### config.mk
export PLATFORM = sky130hd
export DESIGN_NAME = gcd_dep_tester
export DESIGN_NICKNAME = d
export VERILOG_FILES = /design/src/rtl/gcd_dep_pkg.sv /design/src/rtl/gcd_dep_datapath.sv /design/src/rtl/gcd_dep_ctrl.sv /design/src/rtl/gcd_dep_tester.sv
export SDC_FILE = /design/constraint.sdc
export NUM_CORES = 1
export LEC_CHECK = 0
export ABC_AREA = 0
export CAP_MARGIN = 20
export CORE_AREA = 10 10 114 116
export DETAILED_ROUTE_END_ITERATION = 10
export DIE_AREA = 0 0 124 126
export PLACE_DENSITY = 0.85
export SYNTH_ARGS = -nofsm -noshare
export SYNTH_HDL_FRONTEND = slang
export SYNTH_SLANG_ARGS = --single-unit
### constraint.sdc
create_clock -name clk -period 9.6 [get_ports clk]
set_input_delay 0.96 -clock clk [delete_from_list [all_inputs] [get_ports clk]]
set_output_delay 0.96 -clock clk [all_outputs]
set_load 0.005 [all_outputs]
### src/rtl/gcd_dep_pkg.sv
package gcd_dep_pkg;
  typedef struct packed {
    logic load;     // capture operand magnitudes
    logic gcdStep;  // one subtraction of the gcd loop
    logic divStep;  // one subtraction of the divisibility loop
    logic finish;   // latch the verdict
  } ctrlStrobes_t;

  typedef enum logic [1:0] {
    ST_IDLE = 2'd0,
    ST_GCD  = 2'd1,
    ST_DIV  = 2'd2
  } phase_t;
endpackage

### src/rtl/gcd_dep_datapath.sv
module gcd_dep_datapath
  import gcd_dep_pkg::*;
#(
  parameter int W = 16
) (
  input  logic                clk,
  input  logic                rstN,
  input  ctrlStrobes_t        strobes,
  input  logic signed [W-1:0] coefA,
  input  logic signed [W-1:0] coefB,
  input  logic signed [W-1:0] coefC,
  input  logic signed [W-1:0] coefD,
  output logic                gcdDone,
  output logic                divDone,
  output logic                mayDepend
);
  localparam int DW = W + 1;

  logic [W-1:0]         opX, opY;
  logic [DW-1:0]        remR;
  logic                 depR;
  logic [DW-1:0]        gVal;
  logic signed [DW-1:0] diffS;
  logic [W-1:0]         magA, magC;
  logic [DW-1:0]        magDiff;

  // magnitudes; the most negative value maps onto its unsigned magnitude
  always_comb begin
    magA    = coefA[W-1] ? (~coefA + 1'b1) : coefA;
    magC    = coefC[W-1] ? (~coefC + 1'b1) : coefC;
    diffS   = {coefD[W-1], coefD} - {coefB[W-1], coefB};
    magDiff = diffS[DW-1] ? (~diffS + 1'b1) : diffS;
  end

  // once one operand is zero the other holds the gcd
  assign gVal    = {1'b0, opX | opY};
  assign gcdDone = (opX == '0) || (opY == '0);
  assign divDone = (gVal == '0) || (remR < gVal);

  always_ff @(posedge clk) begin
    if (!rstN) begin
      opX  <= '0;
      opY  <= '0;
      remR <= '0;
      depR <= 1'b0;
    end else begin
      if (strobes.load) begin
        opX  <= magA;
        opY  <= magC;
        remR <= magDiff;
      end
      if (strobes.gcdStep) begin
        if (opX >= opY) opX <= opX - opY;
        else            opY <= opY - opX;
      end
      if (strobes.divStep) remR <= remR - gVal;
      if (strobes.finish)  depR <= (remR == '0);
    end
  end

  assign mayDepend = depR;
endmodule

### src/rtl/gcd_dep_ctrl.sv
module gcd_dep_ctrl
  import gcd_dep_pkg::*;
(
  input  logic         clk,
  input  logic         rstN,
  input  logic         start,
  input  logic         gcdDone,
  input  logic         divDone,
  output ctrlStrobes_t strobes,
  output logic         busy,
  output logic         done
);
  phase_t phase, phaseNext;
  logic   doneR;

  always_comb begin
    strobes   = '0;
    phaseNext = phase;
    unique case (phase)
      ST_IDLE: if (start) begin
        strobes.load = 1'b1;
        phaseNext    = ST_GCD;
      end
      ST_GCD: if (gcdDone) phaseNext = ST_DIV;
              else strobes.gcdStep = 1'b1;
      ST_DIV: if (divDone) begin
        strobes.finish = 1'b1;
        phaseNext      = ST_IDLE;
      end else strobes.divStep = 1'b1;
      default: phaseNext = ST_IDLE;
    endcase
  end

  always_ff @(posedge clk) begin
    if (!rstN) begin
      phase <= ST_IDLE;
      doneR <= 1'b0;
    end else begin
      phase <= phaseNext;
      doneR <= strobes.finish;
    end
  end

  assign busy = (phase != ST_IDLE);
  assign done = doneR;
endmodule

### src/rtl/gcd_dep_tester.sv
module gcd_dep_tester
  import gcd_dep_pkg::*;
#(
  parameter int W = 16
) (
  input  logic                clk,
  input  logic                rstN,
  input  logic                start,
  input  logic signed [W-1:0] coefA,
  input  logic signed [W-1:0] coefB,
  input  logic signed [W-1:0] coefC,
  input  logic signed [W-1:0] coefD,
  output logic                busy,
  output logic                done,
  output logic                mayDepend
);
  ctrlStrobes_t strobes;
  logic         gcdDone, divDone;

  gcd_dep_ctrl uCtrl (
    .clk(clk), .rstN(rstN), .start(start),
    .gcdDone(gcdDone), .divDone(divDone),
    .strobes(strobes), .busy(busy), .done(done)
  );

  gcd_dep_datapath #(.W(W)) uPath (
    .clk(clk), .rstN(rstN), .strobes(strobes),
    .coefA(coefA), .coefB(coefB), .coefC(coefC), .coefD(coefD),
    .gcdDone(gcdDone), .divDone(divDone), .mayDepend(mayDepend)
  );
endmodule

# Yosys cells after proc, flatten, opt, wreduce, memory -nomap -nowiden
# Index checks and enable logic that the tools add are counted.
# word_totals
reg_bits	53
in_bits	67
mem_bits_ro	0
ramBits	0
wordCells	56
output_inout_bits	3
latchBits	0
mem_count	0
# classes
bitwise	4
magnitude_cmp	2
n_reduce_logical	10
n_eq_ne	5
addsub	7
mux	22
shift	0
mul	0
n_div	0
# op_table
cell	count
$mux W16	8
$mux W17	3
$logic_not A17 Y1	2
$add A16 B1 Y16 const B	2
$logic_not A16 Y1	2
$not A16 Y16	2
$sub A16 B16 Y16	2
$add A17 B1 Y17 const B	1
$lt A17 B16 Y1	1
$not A17 Y17	1
$sub A16 B16 Y17	1
$sub A17 B16 Y17	1
$ge A16 B16 Y1	1
$or A16 B16 Y16	1
$mux W2	4
$mux W1	6
$ne A2 B2 Y1 const B	3
$pmux W2 S3	1
$reduce_bool A2 Y1	2
$reduce_and A3 Y1	1
$eq A2 B1 Y1 const B	1
$eq A2 B2 Y1 const B	1
$logic_not A2 Y1	1
$logic_or A1 B1 Y1	2

# Logic depth before layout (Yosys ltp)
# logic_depth
ltp_word	6
ltp_mapped	15
depth_no_buf	15

# Hierarchy
# Synthesis repeated with hierarchy kept, for this count alone.
# unflattened
hier_cells	909
area_unflattened_um2	6809.0
# modules_own_cells
module	cells_per_inst	seq_area_each_um2	instances	area_each_um2
gcd_dep_datapath	893	1001.0	1	6658.9
gcd_dep_ctrl	16	60.1	1	150.1

# Least setup slack after synthesis
# No wires, ideal clock.
# synth_path
kind	in2reg
from	input port coefB[7]
to	register uPath.remR[13]
required_time_ps	9478
path_slack_ps	6131
stages	11
n_path_buf	1
arrival_ps	3347
cell_sequence	inv_1 > ha_1 > a2111o_1 > o211ai_2 > a31oi_2 > a2111oi_4 > nor2_2 > buf_6 > o211a_1 > a211oi_1 > o21ai_1
# synth_via
elab_chain_cells	6
# synth_rtl
element	line	text
start: declaration	gcd_dep_tester.sv:10	input logic signed [W-1:0] coefB,
$sub A16 B16 Y17 (*)	gcd_dep_datapath.sv:31	diffS = {coefD[W-1], coefD} - {coefB[W-1], coefB};
$not A17 Y17	gcd_dep_datapath.sv:32	magDiff = diffS[DW-1] ? (~diffS + 1'b1) : diffS;
$add A17 B1 Y17	gcd_dep_datapath.sv:32	
$mux W17 (*)	gcd_dep_datapath.sv:32	
$mux W17 (*)	gcd_dep_datapath.sv:47	if (strobes.load) begin
$mux W17 (*)	gcd_dep_datapath.sv:56	if (strobes.divStep) remR <= remR - gVal;
end signal: assignment	gcd_dep_datapath.sv:50	remR <= magDiff;
end signal: assignment	gcd_dep_datapath.sv:56	
end: declaration	gcd_dep_datapath.sv:20	logic [DW-1:0] remR;
# Every way passes the cells marked *; elsewhere a longest branch is shown, timed or not. The select of a mux whose other input is x is not followed.
# A chain may end at the register's enable or synchronous reset.

# Final worst setup path
# layout_path
from	input port coefD[0]
to	register uPath.remR[13]
# layout_via
elab_chain_cells	6
# layout_rtl
element	line	text
start: declaration	gcd_dep_tester.sv:12	input logic signed [W-1:0] coefD,
$sub A16 B16 Y17 (*)	gcd_dep_datapath.sv:31	
$not A17 Y17	gcd_dep_datapath.sv:32	
$add A17 B1 Y17	gcd_dep_datapath.sv:32	
$mux W17 (*)	gcd_dep_datapath.sv:32	
$mux W17 (*)	gcd_dep_datapath.sv:47	
$mux W17 (*)	gcd_dep_datapath.sv:56	
# Marks and branches as above.

==> flow_metrics.tcl <==
set metrics [dict create \
    syn2layout_area_growth_pct 13.06 \
    synthArstFlopShare_pct 0 \
    start_util_pct 62.40 \
    nFillCells 930 \
    grt.overflow.total 0 \
    path_cells "clkdlybuf4s50_1 -> inv_1 -> ha_1 -> fa_1 -> nor2b_1 -> o31a_1 -> o21ai_0 -> xor2_1 -> nand4b_1 -> nor4_1 -> nor4_1 -> a211oi_1 -> o21ai_1" \
    startpoint_type "input pin" \
    setup_viol 0 \
    highest_layer "met4" \
    vias 6778 \
    grt_pass1_wl_um 30850 \
    required_ns 9.83 \
    cts_root_buffer "clkbuf_8" \
    crit_top_cell "nor4_1" \
    detailroute.wirelength.met2_um 9648 \
    final_core_util_pct 70.55 \
    synthFlopType "dfxtp_1" \
    fin_crit_ns 3.892 \
    synth-seq-cells 53 \
    timing.rr.start "uPath.opY[0]" \
    insertion_delay_ns 0.35 \
    drt-initial-drc-count 507 \
    fp.dieW_um 124 \
    cts_tree "done" \
    cts.sinks 53 \
    wl_per_cell_um 17.30 \
    dr_wl_met3_um 1115 \
    reg2reg_to "uPath.remR[16]" \
    syn_nets 1054 \
    whs_ns 0.5294 \
    crit_path_top_delay_cell "nor4_1" \
    pin_count 70 \
    powerDensity_nw_per_um2 332.9 \
    ant_nets 0 \
    num_rows 38 \
    grt_max_degree 63 \
    p_leak_uw 0.003077 \
    netlist_area_sq_um 6675 \
    r2r_cells 15 \
    cts_max_path_buffers 2 \
    h-tree-depth 2 \
    critPathArrivalTime_ns 4.12 \
    die_h_um 126 \
    drv_slew 0 \
    synth_warnings 0 \
    clk_pin_slew_worst_paths_ns 0.12 \
    dieArea_sq_um 15620 \
    rsz0062_at_grt "no" \
    peakVddDrop_uv 282.5 \
    routed_wl_um 18850 \
    met1Wirelength_um 7440 \
    syn_area_per_cell_sq_um 7.409 \
    hp-class "reg -> reg" \
    r2r_setup_slack_ns 5.87 \
    cts_made_buffers 5 \
    post_cts_buffers 0 \
    synth_edf_count 0 \
    min_period_over_period_pct 40.54 \
    end_kind "flop" \
    finalClockSkew_ns 0.01547 \
    yosysSeqAreaShare_pct 15.90 \
    nets 1102 \
    fmax_mhz 256.9 \
    slowest_delay_ns 0.46 \
    antenna_cells 0 \
    antenna_found_initial 0 \
    post_cts_resized 0 \
    instances_no_fill 1090 \
    dr.pass1.iters 5 \
    setup_tns_ns 0 \
    crit_type "in -> reg" \
    postCtsHoldBufs 0 \
    via_per_inst 6.218 \
    status "completed" \
    coreArea_sq_um 10700 \
    worstMarginPinSlew_ns 0.7397 \
    ys_types 68 \
    critPathCapture "uPath.remR[13]" \
    drive_gt1_share_pct 3.579 \
    grt_usage_pct 23.75 \
    dpl.hpwl_um 15090 \
    grt_pass1_vias 6443 \
    max-slew-margin-rel_pct 50.54 \
    dpl.cell_count 1082 \
    hold_violations 0 \
    synthesis.instances 901 \
    drv_cap 0 \
    drc_errors 0 \
    gp_congestion 0.9867 \
    io_buffer_count 69 \
    cp-startpoint "coefD[0]" \
    path_max_fanout 6 \
]
==> layout make-up <==
class | instances | area [sq um] | area share, %
clock buffer | 6 | 72.57 | 0.9615
clock inverter | 2 | 13.76 | 0.1824
inverter | 86 | 322.8 | 4.277
multi-input combinational | 728 | 5166 | 68.45
sequential | 53 | 1061 | 14.06
tap | 140 | 175.2 | 2.321
timing repair buffer | 75 | 735.7 | 9.748
==> Yosys cell counts, types with 4 or more instances <==
library cell | number | share of area, %
o221ai_1 | 8 | 1.0
o21a_1 | 12 | 1.3
buf_2 | 6 | 0.45
clkbuf_1 | 27 | 1.5
or2_2 | 7 | 0.66
nor3_1 | 16 | 1.2
ha_1 | 82 | 15
dfxtp_1 | 53 | 16
a31oi_1 | 7 | 0.66
o21bai_1 | 15 | 1.7
and2_1 | 5 | 0.47
inv_1 | 85 | 4.8
fa_1 | 4 | 1.2
nand2_1 | 55 | 3.1
a21o_1 | 9 | 1.0
mux2i_1 | 7 | 1.0
nor2_1 | 90 | 5.1
nand3_1 | 16 | 1.2
o21ai_0 | 42 | 3.1
o211a_1 | 6 | 0.90
a211o_1 | 5 | 0.66
a211oi_1 | 34 | 3.8
a21oi_1 | 83 | 6.2
xnor2_1 | 52 | 6.8
o211ai_1 | 16 | 1.8
or3_1 | 7 | 0.66
o22ai_1 | 4 | 0.37
a311oi_1 | 4 | 0.52
nand4_1 | 11 | 1.0
o31ai_1 | 11 | 1.2
nand2b_1 | 7 | 0.66
nor4_1 | 18 | 1.7
xor2_1 | 30 | 3.9
or4_1 | 7 | 0.79
nor2b_1 | 10 | 0.94
==> layer usage <==
layer  vias to the layer above  global-route usage, %
li1                       3357                      -
met1                      3153                  26.91
met2                       211                  42.53
met3                        57                  4.513
met4                         0                  8.875
met5                         -                      0
==> power by group <==
group | internal (uW) | total [uW] | switching (uW)
combinational | 830 | 1990 | 1160
clock | 52.4 | 141 | 88.5
sequential | 292 | 379 | 87.0
total | 1170 | 2510 | 1340
==> flip-flops by register name (all words and copies together), names as in the netlist <==
name             count
uCtrl.done           1
uCtrl.phase          2
uPath.mayDepend      1
uPath.opX           16
uPath.opY           16
uPath.remR          17
==> cells by family (layout without fill, tap and decap cells) <==
logic type | after synthesis | after routing | synth area share [%]
xor gates and xnor gates | 82 | 82 | 10.76
DFF | 53 | 53 | 15.90
muxes | 10 | 10 | 1.556
adders and majority gates | 86 | 86 | 16.57
and+or+nand+nor | 259 | 259 | 18.50
AOI/OAI and AO/OA | 291 | 291 | 29.75
buffers and inverters | 120 | 169 | 6.973
==> worst max-delay path: cells and delay by family <==
family,cells,cell delay [ns]
and+or+nand+nor,4,0.99
adders and majority gates,2,0.61
xor gates and xnor gates,1,0.31
AOI/OAI and AO/OA,4,0.74
buffers and inverters,2,0.49
==> cells in the final DEF, fill, tap and decap left out, drive strengths merged, types with 15 or more instances in the layout <==
cell type,instances
a211oi,34
a21oi,83
clkdlybuf4s50,69
dfxtp,53
ha,82
inv,86
nand2,55
nand3,16
nor2,91
nor3,16
nor4,18
o211ai,17
o21ai,43
o21bai,15
xnor2,52
xor2,30
==> through the flow <==
stage	setup slack, ns	instance area, sq um	power, uW
after global placement	5.475	7461	2309
final	5.708	7547	2513
after CTS	5.738	7547	2479
after detailed placement	5.380	7461	2329
after global routing	5.457	7547	2726
after floorplan	6.131	6675	1854
==> worst min path at each step <==
stage,from,endpoint,slack (ns),depth (start not counted)
after floorplan,uPath.remR[7],uPath.remR[7],0.46,2
after global placement,uPath.mayDepend,uPath.mayDepend,0.49,2
after detailed placement,uPath.mayDepend,uPath.mayDepend,0.50,2
after CTS,uPath.remR[7],uPath.remR[7],0.52,2
after global routing,uPath.remR[2],uPath.remR[2],0.55,2
final,uPath.remR[7],uPath.remR[7],0.53,2
(Power assumes the default switching activity.)
